<file path="config.mk">
export PLATFORM = sky130hd
export DESIGN_NAME = simd_min
export DESIGN_NICKNAME = d
export VERILOG_FILES = /design/src/rtl/simd_min.sv
export SDC_FILE = /design/constraint.sdc
export NUM_CORES = 1
export LEC_CHECK = 0
export ABC_AREA = 1
export BUFFER_PORTS_ARGS = -buffer_cell sky130_fd_sc_hd__clkbuf_2
export CORE_MARGIN = 2
export CORE_UTILIZATION = 42
export DETAILED_ROUTE_END_ITERATION = 7
export PLACE_DENSITY = 0.83
export SYNTH_ARGS = -nofsm -noshare
export SYNTH_HDL_FRONTEND = slang
export SYNTH_SLANG_ARGS = --single-unit
</file>
<file path="constraint.sdc">
create_clock -name vclk -period 2.46
set_input_delay 0.492 -clock vclk [all_inputs]
set_output_delay 0.492 -clock vclk [all_outputs]
set_load 0.02 [all_outputs]
</file>
<file path="src/rtl/simd_min.sv">
module simd_min #(
  parameter int SEG_W = 4,
  parameter int N_SEG = 4
) (
  input  logic [SEG_W*N_SEG-1:0] x,
  input  logic [SEG_W*N_SEG-1:0] y,
  input  logic [N_SEG-2:0]       brk,
  output logic [SEG_W*N_SEG-1:0] res
);
  localparam int W = SEG_W * N_SEG;

  logic [N_SEG-1:0] seg_lt, seg_eq, chain_lt, pick_x;

  always_comb begin
    for (int i = 0; i < N_SEG; i++) begin
      seg_lt[i] = x[i*SEG_W +: SEG_W] < y[i*SEG_W +: SEG_W];
      seg_eq[i] = x[i*SEG_W +: SEG_W] == y[i*SEG_W +: SEG_W];
    end
    chain_lt[0] = seg_lt[0];
    for (int i = 1; i < N_SEG; i++)
      chain_lt[i] = seg_lt[i] | (seg_eq[i] & ~brk[i-1] & chain_lt[i-1]);
    pick_x[N_SEG-1] = chain_lt[N_SEG-1];
    for (int i = N_SEG - 2; i >= 0; i--)
      pick_x[i] = brk[i] ? chain_lt[i] : pick_x[i+1];
  end

  for (genvar g = 0; g < N_SEG; g++) begin : g_sel
    assign res[g*SEG_W +: SEG_W] = pick_x[g] ? x[g*SEG_W +: SEG_W] : y[g*SEG_W +: SEG_W];
  end

  logic [W-1:0] unused_w;
  assign unused_w = '0;
endmodule

</file>
Yosys cells after proc, flatten, opt, wreduce, memory -nomap -nowiden
Index checks and enable logic that the tools add are counted.

Bits in registers: 0. ROM bits: 0. Bits in latches: 0. Memories kept: 0. Memory bits (writable): 0. Output and inout port bits: 16. Logic and storage cells: 26.

$mul: 0. Muxes and demuxes: 7. $lt $le $gt $ge: 4. Shifts and indexed selects: 0. Reduce and logical (&&, ||, !) cells: 0. Bitwise logic cells: 12. Add/subtract/negate cells: 0. Divide/modulo/power cells: 0. Equality and inequality tests: 3.

Operators with widths (count): $lt 4x4->1 (4); $mux 4 (4); $eq 4x4->1 (3); $and 1x1->1 (6); $mux 1 (3); $not 1->1 (3); $or 1x1->1 (3).

Logic depth before layout (Yosys ltp)
Word-level depth: 12. Mapped depth: 16. Gate-level depth less buffers: 16.

Worst setup path after synthesis
No wires, ideal clock.

Path kind: input to output. Start point: input port y[7]. End point: output port res[8]. Data required time: 1.968 ns. Slack: -0.105 ns. Arrival: 2.073 ns. Cell stages on the path: 12. Path through: inv_1 > ha_1 > nand2_1 > nor3_2 > nand3_1 > nand2_1 > nand2_1 > nand2_1 > nand2_2 > nand3_2 > nand2_1 > o21ai_0.

Word-level cells in the longest chain between the ends: 10.

RTL lines: from (decl) (line 6) `input logic [SEG_W*N_SEG-1:0] y,`; $eq 4x4->1 (line 17) `seg_eq[i] = x[i*SEG_W +: SEG_W] == y[i*SEG_W +: SEG_W];`; $and 1x1->1 (2 in series) (line 21) `chain_lt[i] = seg_lt[i] | (seg_eq[i] & ~brk[i-1] & chain_lt[i-1]);`; $or 1x1->1 * (line 21); $and 1x1->1 * (line 21); $or 1x1->1 * (line 21); $and 1x1->1 (line 21); $or 1x1->1 (line 21); $mux 1 * (line 24) `pick_x[i] = brk[i] ? chain_lt[i] : pick_x[i+1];`; $mux 4 * (line 28) `assign res[g*SEG_W +: SEG_W] = pick_x[g] ? x[g*SEG_W +: SEG_W] : y[g*SEG_W +: SEG_W];`; to (decl) (line 8) `output logic [SEG_W*N_SEG-1:0] res`.

Every way passes the cells marked *; elsewhere a longest branch is shown, timed or not.

Final worst setup path
Start point: input port y[5]. End point: output port res[7].

Word-level cells in the longest chain between the ends: 11.

RTL lines (line): $eq 4x4->1 (17); $and 1x1->1 (2 in series) (21); $or 1x1->1 * (21); $and 1x1->1 (21); $or 1x1->1 (21); $and 1x1->1 (21); $or 1x1->1 (21); $mux 1 (24); $mux 1 * (24); $mux 4 * (28).

Marked as above.

==> metrics.csv <==
metric,value,unit
path_class,in2out,
max_stage_delay,0.26,ns
path_cells,"clkbuf_2, inv_2, ha_4, a21oi_1, o21ai_1, nand2_2, nand2_2, nand2_2, nand2_2, nand3_4, nand3_4, nand2_4, o21ai_0, buf_4",
final_cell_mix,"clkbuf_2, inv_1, nand2_1, nand2_2, a21oi_1",
hold_buffers,0,
dieArea,1900,sq um
met2_usage,41.8,%
intPower,0.145,mW
dp_hpwl,1510,um
p_leak,0.669,nW
crit_arrival,2.14,ns
avgViaCountPerCell,5.10,
num-clock-buffers,0,
grt_first_pass_wirelength,3000,um
ant_nets,0,
core_area,1490,sq um
switchingPower,0.190,mW
setup-violations-final,13,
io_buffers,51,
drive_above_1_share,55.0,%
violations,negative setup slack,
drt-pass1-iter-count,4,
status,finished with violations,
cp.required,1.97,ns
drt_wl_total,2150,um
ir_drop,158,uV
rsz0062_at_grt,yes,
seq_area_frac_synth,0,%
regArea,0,sq um
wl_per_cell,11.6,um
slew_headroom,77.9,%
io_pins,51,
hold_viol,0,
nets,221,
drv_slew,0,
finalWorstSetupSlack,-0.176,ns
synthCells,115,
n_sequential_cell,0,
clock_power_share,0,%
place_congestion,0.741,
mostFrequentLayoutCell,clkbuf_2,
final-instance-count-excl-fill,185,
seqPwrFrac,0,%
setup_tns,-1.19,ns
fin_crit,2.64,ns
dp_cells,184,
fp.dieH,43.6,um
drv_cap,0,
synth_cell_types,13,
syn_nets,165,
antenna_found_initial,0,
sw_frac_of_total,56.7,%
nFillCells,101,
grt-ovfl-total,0,
fin_crit_sh,107,%
start_kind,input pin,
yosysWarnings,0,
p_comb_share,100.0,%
start_util,44.2,%
grt_max_degree,9,
met3_usage,0,%
use_met1,21.0,%
route.detailed.drc,0,
fmax,379,MHz
grt_pass1_vias,831,
drt_iter0_drc,9,
tightestPinTransition,0.329,ns
crit_family,simple AND/OR/NAND/NOR gates,
cp_slowest_cell,ha_4,
cp_max_fo,8,
grt_busiest_layer,met2,
syn_area,658,sq um
holdCritPathClass,in2out,
rows,14,
cellPowerDensity,282,nW/um^2
critPathBufInv,3,
die_x,43.6,um
grtUsageTotal,19.2,%
endpoint_kind,primary output,
syn_avg_cell_area,5.72,sq um
antenna_cells,0,
vias,943,
areaGrowthSynthToFinish,80.2,%
crit_top_cell,nand2_2,
## final timing paths
check	start	endpoint	slack, ns	cells past startpoint
worst min-delay path	y[1]	res[1]	1.27	4
worst max-delay path	y[5]	res[7]	-0.18	14
## routing by layer
metal,wire (um),vias up
met2,1270,28
li1,-,483
met3,73,0
met4,0,0
met5,0,-
met1,806,432
## layout make-up
class | count | area (sq um) | area share [%]
inverter | 24 | 92.6 | 7.81
multi-input combinational | 91 | 708 | 59.7
tap | 16 | 20.0 | 1.69
timing repair buffer | 54 | 365 | 30.8
## cells in the mapped netlist
cell type | number | area [sq um]
nor2_1 | 5 | 18.8
nand3_4 | 2 | 35.0
nand2_1 | 34 | 128
nand3_1 | 6 | 30.0
o21ai_0 | 10 | 50.1
nor3_2 | 1 | 10.0
nand3_2 | 1 | 10.0
nor3_1 | 2 | 10.0
ha_1 | 15 | 188
nand2_2 | 1 | 6.26
inv_1 | 24 | 90.1
nand2_4 | 2 | 22.5
a21oi_1 | 12 | 60.1
## through the flow
stage | power (mW) | hold slack [ns] | area [sq um] | utilization (%) | setup WS (ns)
after global placement | 0.245 | 1.31 | 948 | 63.7 | -0.116
after CTS | 0.291 | 1.32 | 1070 | 72.0 | -0.0835
final | 0.335 | 1.27 | 1190 | 79.7 | -0.176
after floorplan | 0.163 | 1.15 | 658 | - | -0.0615
after global routing | 0.365 | 1.29 | 1190 | 79.7 | -0.294
after detailed placement | 0.252 | 1.31 | 948 | 63.7 | -0.186
## power groups by stage
stage / clock (mW) / combinational, mW / sequential, mW
floorplan: 0 / 0.163 / 0
detailed placement: 0 / 0.252 / 0
global placement: 0 / 0.245 / 0
global route: 0 / 0.365 / 0
finish: 0 / 0.335 / 0
CTS: 0 / 0.291 / 0
## repair_timing
item,CTS,global route
setup buffers,1,0
pin swaps,9,16
setup endpoints to repair,16,16
gates resized for setup,27,47
## cell families after synthesis
logic type / count (synthesis) / share of synthesized area [%]
compound gates: 22 / 16.7
buf+inv: 24 / 13.7
fa+ha+maj: 15 / 28.5
simple gates: 54 / 41.1
Power figures use the tool's default switching activity.
